### src/rtl/rtcbus_pkg.sv
package rtcbus_pkg;
  typedef enum logic [1:0] {
    CYC_IDLE  = 2'd0,
    CYC_READ  = 2'd1,
    CYC_WRITE = 2'd2
  } cyc_e;

  localparam int SYNC_STAGES = 2;
endpackage

### src/rtl/rtcbus_sync.sv
module rtcbus_sync #(
  parameter int W = 1,
  parameter int STAGES = 2,
  parameter logic [W-1:0] RST_VAL = '0
) (
  input  logic         clk,
  input  logic         rst_n,
  input  logic [W-1:0] d,
  output logic [W-1:0] q
);
  logic [W-1:0] chain [STAGES];

  for (genvar i = 0; i < STAGES; i++) begin : g_stage
    if (i == 0) begin : g_first
      always_ff @(posedge clk or negedge rst_n) begin
        if (!rst_n) chain[i] <= RST_VAL;
        else        chain[i] <= d;
      end
    end else begin : g_rest
      always_ff @(posedge clk or negedge rst_n) begin
        if (!rst_n) chain[i] <= RST_VAL;
        else        chain[i] <= chain[i-1];
      end
    end
  end

  assign q = chain[STAGES-1];
endmodule

### src/rtl/rtcbus_edge.sv
module rtcbus_edge #(
  parameter int W = 1,
  parameter logic [W-1:0] RST_VAL = '0
) (
  input  logic         clk,
  input  logic         rst_n,
  input  logic [W-1:0] lvl,
  output logic [W-1:0] rise,
  output logic [W-1:0] fall
);
  logic [W-1:0] prev;

  always_ff @(posedge clk or negedge rst_n) begin
    if (!rst_n) prev <= RST_VAL;
    else        prev <= lvl;
  end

  assign rise = lvl & ~prev;
  assign fall = ~lvl & prev;
endmodule

### src/rtl/rtcbus_decode.sv
module rtcbus_decode
  import rtcbus_pkg::*;
#(
  parameter int ADDR_W = 7,
  parameter int DATA_W = 8
) (
  input  logic              clk,
  input  logic              rst_n,
  input  logic              mode_hi,
  input  logic              rw_lvl,
  input  logic              cs_n_lvl,
  input  logic              ds_rise,
  input  logic              ds_fall,
  input  logic              rw_rise,
  input  logic              rw_fall,
  input  logic              bank_raw,
  input  logic [ADDR_W-1:0] addr_raw,
  input  logic [DATA_W-1:0] data_raw,
  output logic              bus_oe,
  output logic              rd_core,
  output logic              rd_bank,
  output logic [ADDR_W-1:0] acc_addr,
  output logic              cap_valid,
  output logic              cap_bank,
  output logic [ADDR_W-1:0] cap_addr,
  output logic [DATA_W-1:0] cap_data
);
  cyc_e              state_q, state_d;
  logic              bank_q;
  logic [ADDR_W-1:0] addr_q;
  logic              start_rd, start_wr, end_rd, end_wr, commit_wr;

  // Edge meaning depends on the strap
  always_comb begin
    if (mode_hi) begin
      start_rd = ds_rise & rw_lvl & ~cs_n_lvl;
      start_wr = ds_rise & ~rw_lvl & ~cs_n_lvl;
      end_rd   = ds_fall | cs_n_lvl;
      end_wr   = ds_fall;
    end else begin
      start_rd = ds_fall & ~cs_n_lvl;
      start_wr = rw_fall & ~cs_n_lvl & ~ds_fall;
      end_rd   = ds_rise | cs_n_lvl;
      end_wr   = rw_rise;
    end
    commit_wr = (state_q == CYC_WRITE) & end_wr & ~cs_n_lvl;
  end

  always_comb begin
    state_d = state_q;
    unique case (state_q)
      CYC_IDLE: begin
        if (start_rd)      state_d = CYC_READ;
        else if (start_wr) state_d = CYC_WRITE;
      end
      CYC_READ:  if (end_rd) state_d = CYC_IDLE;
      CYC_WRITE: if (end_wr || cs_n_lvl) state_d = CYC_IDLE;
      default:   state_d = CYC_IDLE;
    endcase
  end

  always_ff @(posedge clk or negedge rst_n) begin
    if (!rst_n) begin
      state_q   <= CYC_IDLE;
      bank_q    <= 1'b0;
      addr_q    <= '0;
      rd_core   <= 1'b0;
      rd_bank   <= 1'b0;
      cap_valid <= 1'b0;
      cap_bank  <= 1'b0;
      cap_addr  <= '0;
      cap_data  <= '0;
    end else begin
      state_q   <= state_d;
      rd_core   <= 1'b0;
      rd_bank   <= 1'b0;
      cap_valid <= 1'b0;
      if (state_q == CYC_IDLE && (start_rd || start_wr)) begin
        addr_q <= addr_raw;
        bank_q <= bank_raw;
        if (start_rd) begin
          rd_core <= ~bank_raw;
          rd_bank <= bank_raw;
        end
      end
      if (commit_wr) begin
        cap_valid <= 1'b1;
        cap_bank  <= bank_q;
        cap_addr  <= addr_q;
        cap_data  <= data_raw;
      end
    end
  end

  assign bus_oe   = (state_q == CYC_READ);
  assign acc_addr = addr_q;

  p_rd_single_r1: assert property (@(posedge clk) disable iff (!rst_n)
    (rd_core || rd_bank) |=> !(rd_core || rd_bank));
  p_oe_start_r3: assert property (@(posedge clk) disable iff (!rst_n)
    $rose(bus_oe) |-> (rd_core || rd_bank));
  p_cs_block_r5: assert property (@(posedge clk) disable iff (!rst_n)
    cs_n_lvl |=> !$rose(bus_oe) && !rd_core && !rd_bank);
  p_rd_onehot_r6: assert property (@(posedge clk) disable iff (!rst_n)
    $onehot0({rd_core, rd_bank}));
endmodule

### src/rtl/rtcbus_wrhold.sv
module rtcbus_wrhold #(
  parameter int ADDR_W = 7,
  parameter int DATA_W = 8
) (
  input  logic              clk,
  input  logic              rst_n,
  input  logic              cap_valid,
  input  logic              cap_bank,
  input  logic [ADDR_W-1:0] cap_addr,
  input  logic [DATA_W-1:0] cap_data,
  output logic              wr_valid,
  input  logic              wr_ready,
  output logic              wr_bank,
  output logic [ADDR_W-1:0] wr_addr,
  output logic [DATA_W-1:0] wr_data
);
  logic stalled;
  assign stalled = wr_valid & ~wr_ready;

  always_ff @(posedge clk or negedge rst_n) begin
    if (!rst_n) begin
      wr_valid <= 1'b0;
      wr_bank  <= 1'b0;
      wr_addr  <= '0;
      wr_data  <= '0;
    end else if (!stalled) begin
      wr_valid <= cap_valid;
      if (cap_valid) begin
        wr_bank <= cap_bank;
        wr_addr <= cap_addr;
        wr_data <= cap_data;
      end
    end
  end

  p_hold_r8: assert property (@(posedge clk) disable iff (!rst_n)
    (wr_valid && !wr_ready) |=> wr_valid && $stable(wr_data)
                               && $stable(wr_addr) && $stable(wr_bank));
endmodule

### src/rtl/rtcbus_if.sv
module rtcbus_if
  import rtcbus_pkg::*;
#(
  parameter int ADDR_W = 7,
  parameter int DATA_W = 8
) (
  input  logic              clk,
  input  logic              rst_n,
  input  logic              mode_hi,
  input  logic              cs_n,
  input  logic              ds_pin,
  input  logic              rw_pin,
  input  logic              bank_sel,
  input  logic [ADDR_W-1:0] addr_in,
  input  logic [DATA_W-1:0] wdata_in,
  output logic              bus_oe,
  output logic [ADDR_W-1:0] acc_addr,
  output logic              rd_core,
  output logic              rd_bank,
  output logic              wr_valid,
  input  logic              wr_ready,
  output logic              wr_bank,
  output logic [ADDR_W-1:0] wr_addr,
  output logic [DATA_W-1:0] wr_data
);
  localparam int NPIN = 3;

  logic [NPIN-1:0]   pins_s;
  logic [1:0]        rise, fall;
  logic              cap_valid, cap_bank;
  logic [ADDR_W-1:0] cap_addr;
  logic [DATA_W-1:0] cap_data;

  rtcbus_sync #(.W(NPIN), .STAGES(SYNC_STAGES), .RST_VAL({NPIN{1'b1}})) u_sync (
    .clk(clk), .rst_n(rst_n), .d({cs_n, rw_pin, ds_pin}), .q(pins_s)
  );

  rtcbus_edge #(.W(2), .RST_VAL(2'b11)) u_edge (
    .clk(clk), .rst_n(rst_n), .lvl(pins_s[1:0]), .rise(rise), .fall(fall)
  );

  rtcbus_decode #(.ADDR_W(ADDR_W), .DATA_W(DATA_W)) u_dec (
    .clk(clk), .rst_n(rst_n), .mode_hi(mode_hi),
    .rw_lvl(pins_s[1]), .cs_n_lvl(pins_s[2]),
    .ds_rise(rise[0]), .ds_fall(fall[0]), .rw_rise(rise[1]), .rw_fall(fall[1]),
    .bank_raw(bank_sel), .addr_raw(addr_in), .data_raw(wdata_in),
    .bus_oe(bus_oe), .rd_core(rd_core), .rd_bank(rd_bank), .acc_addr(acc_addr),
    .cap_valid(cap_valid), .cap_bank(cap_bank), .cap_addr(cap_addr), .cap_data(cap_data)
  );

  rtcbus_wrhold #(.ADDR_W(ADDR_W), .DATA_W(DATA_W)) u_wr (
    .clk(clk), .rst_n(rst_n),
    .cap_valid(cap_valid), .cap_bank(cap_bank), .cap_addr(cap_addr), .cap_data(cap_data),
    .wr_valid(wr_valid), .wr_ready(wr_ready), .wr_bank(wr_bank),
    .wr_addr(wr_addr), .wr_data(wr_data)
  );

  p_no_wr_on_read_r2: assert property (@(posedge clk) disable iff (!rst_n)
    (rd_core || rd_bank) |-> !cap_valid);
endmodule

### config.mk
export PLATFORM = sky130hd
export DESIGN_NAME = rtcbus_if
export DESIGN_NICKNAME = d
export VERILOG_FILES = /design/src/rtl/rtcbus_pkg.sv /design/src/rtl/rtcbus_sync.sv /design/src/rtl/rtcbus_edge.sv /design/src/rtl/rtcbus_decode.sv /design/src/rtl/rtcbus_wrhold.sv /design/src/rtl/rtcbus_if.sv
export SDC_FILE = /design/constraint.sdc
export NUM_CORES = 1
export LEC_CHECK = 0
export CORE_MARGIN = 2
export CORE_UTILIZATION = 44
export CTS_CLUSTER_DIAMETER = 40
export DETAILED_ROUTE_END_ITERATION = 10
export PLACE_DENSITY = 0.8
export SETUP_SLACK_MARGIN = 0.15
export SYNTH_ARGS = -nofsm -noshare
export SYNTH_HDL_FRONTEND = slang
export SYNTH_SLANG_ARGS = --single-unit
### constraint.sdc
create_clock -name clk -period 1.65 [get_ports clk]
set_clock_uncertainty 0.1 [all_clocks]
set_input_delay 0.2475 -clock clk [delete_from_list [all_inputs] [get_ports clk]]
set_output_delay 0.2475 -clock clk [all_outputs]
set_load 0.02 [all_outputs]
==> metrics.cfg <==
[logic_synthesis]
synth_top_family_by_area = multiplexers
synth_area_um2 = 2074
synthSimpleGateAreaFrac_pct = 5.850
synth_edf_count = 0
syn_avg_cell_area_um2 = 16.21
ys_seq_elements = 54
synth_seq_area_share_pct = 65.62
synth_nets = 151
async_flop_share_pct = 100.0
ys.flop_type = dfrtp_1
synthAdderAreaFrac_pct = 0
synth.distinct_cells = 27
synth_compound_area_share_pct = 3.619
synthMuxAreaShare_pct = 23.34
synth_cells = 128
yosysWarnings = 0
synth-xor-area-share_pct = 0

[pwr]
p_int_mw = 2.288
pwr-share-comb_pct = 19.1
p_per_area_nw_per_um2 = 1017
total_power_mw = 3.031
power_frac_seq_pct = 52.7
pwr-share-clk_pct = 28.2
p_leak_nw = 1.555
netSwitchingPower_uw = 742.4
ir_drop_mv = 0.5339
switching_share_pct = 24.49

[setup_path]
cp_max_fo = 6
endpoint_kind = flip-flop
critical_path_required_ps = 1750
path_class = reg -> reg
start_kind = flip-flop
critPathArrivalTime_ps = 1790

[floorplan]
die_area_um2 = 5280
dieHeight_um = 72.67
num_rows = 24
io_pins = 50
start_util_pct = 46.68
coreArea_um2 = 4444
die_x_um = 72.67

[outcome]
outcome = finished with violations
violations = setup timing

[layout]
drive_above_1_share_pct = 42.08
final_cell_mix = 46 x dfrtp_1, 26 x dlygate4sd2_1, 21 x mux2_4, 21 x clkdlybuf4s50_1, 19 x mux2_2
antennaDiodeCount = 0
syn2layout_area_growth_pct = 43.73
fin_nets = 224
fin_util_pct = 67.09
final_common_cell = dfrtp_1
nFillCells = 328

[grt]
antenna_found_initial = 0
first_global_vias = 1465
grt_pass1_wl_mm = 7.141
grt_max_degree = 31
gr-total-overflow = 0
grt_usage_pct = 17.71

[cts]
cts_tree = built
clk_latency_ps = 300
cts_num_sinks = 54
cts_made_buffers = 5
root_buffer = clkbuf_8
clk_pin_slew_worst_paths_ps = 90
ctsLongestPathBuffers = 2
cts_max_level = 2

[drt]
first_pass_iters = 4
drt_iter0_markers = 51
vias_per_cell = 5.228
routed_wl_mm = 4.272
num_vias = 1328
drc = 0
ant_nets = 0
wl_per_cell_um = 16.82

[placement]
io_buffers = 49
place_congestion = 0.8194
dp.final_hpwl_mm = 2.848

[timing]
fin_crit_sh_pct = 102.9
clock.fmax_mhz = 589.1
rsz0062_at_grt = true
slew_viol_final = 0
worst_slew_pin_slew_ps = 325.2
layout_setup_ws_ps = -47.56
slew_headroom_pct = 78.12
period_minus_slack_ps = 1698
setup_viol = 24
hold_viol = 0
hold_ws_ps = 244.8
final.setup.tns_ps = -737.3

[job]
drv_cap = 0

[worst_hold_path]
hp-class = in -> async

-- worst max-delay path, stage by stage, from the launching register on --
cell,delay (ps)
dfstp_2,590
nor2b_4,60
a22o_4,270
nand3_4,110
clkbuf_16,170
mux2_4,300
-- power by group through the flow --
stage | Sequential [mW] | Combinational (mW) | Clock [mW]
2_1_floorplan | 1.68 | 0.222 | 0
3_3_place_gp | 1.61 | 0.556 | 0
3_5_place_dp | 1.62 | 0.571 | 0
4_1_cts | 1.59 | 0.567 | 0.871
5_1_grt | 1.62 | 0.617 | 0.939
6_report | 1.60 | 0.579 | 0.855
-- cell type report --
class                   count  area (um^2)  share of cell area [%]
clock buffers               7        76.32                   2.560
multi-input cells          68        768.2                   25.77
well taps                  52        65.06                   2.182
inverters                   3        11.26                  0.3777
clock inverters             1        30.03                   1.007
repair buffers             69        669.4                   22.45
flip-flops and latches     54         1361                   45.66
-- flip-flops by register name (all words and copies together), names as in the netlist, 2 cells and up --
name / count
u_dec.cap_addr: 7
u_sync.chain: 3
u_edge.prev: 2
u_dec.acc_addr: 7
u_wr.wr_addr: 7
u_dec.state_q: 2
u_wr.wr_data: 8
u_sync.q: 3
u_dec.cap_data: 8
-- worst paths after layout --
kind	startpoint	endpoint	slack (ps)	cells after the start
worst max register to register	u_sync.q[0]	u_dec.cap_data[3]	-50	5
worst max-delay path	u_sync.q[0]	u_dec.cap_data[3]	-50	5
worst min-delay path	rst_n	u_wr.wr_data[5]	240	2
max in group asynchronous	rst_n	u_sync.chain[4]	640	3
worst min register to register	u_sync.chain[4]	u_sync.q[1]	260	0
min in group clk	ds_pin	u_sync.chain[3]	250	1
-- what timing repair did --
action	CTS	global route
pin swaps	4	2
hold endpoints to repair	22	0
buffers inserted	6	1
gates resized for setup	41	5
hold buffers	1	0
setup endpoints to repair	55	29
gates cloned	0	1
-- metrics by stage --
step | setup slack, ps | std cells | instance area [um^2]
6_report | -47.56 | 254 | 2982
5_1_grt | -72.11 | 254 | 2982
3_5_place_dp | -398.2 | 237 | 2733
4_1_cts | -38.29 | 252 | 2925
3_3_place_gp | -308.1 | 237 | 2733
2_1_floorplan | -17.53 | 128 | 2115
-- cell families after synthesis --
family / after synthesis
flip-flops: 54
multiplexers: 40
buffers and inverters: 6
AO/OA/AOI/OAI: 9
AND/OR/NAND/NOR: 19
-- synth_stat cells (2+ instances only) --
library cell	count	area share (%)
nor2b_1	3	0.90
inv_1	3	0.54
buf_2	2	0.48
mux2_2	31	17
dfrtp_1	46	55
nor2_1	4	0.72
nor3_1	2	0.48
dfstp_2	8	10
nand2b_1	3	0.90
mux2_4	9	6.5
-- per-layer routing --
metal	vias to the layer above	wire length, um	track usage (%)
met5	-	0	0
met4	0	87	5.761
met1	669	1907	22.96
met3	10	208	4.558
met2	51	2069	29.19
li1	598	-	-
No activity file was read; power rests on OpenSTA's default activity.
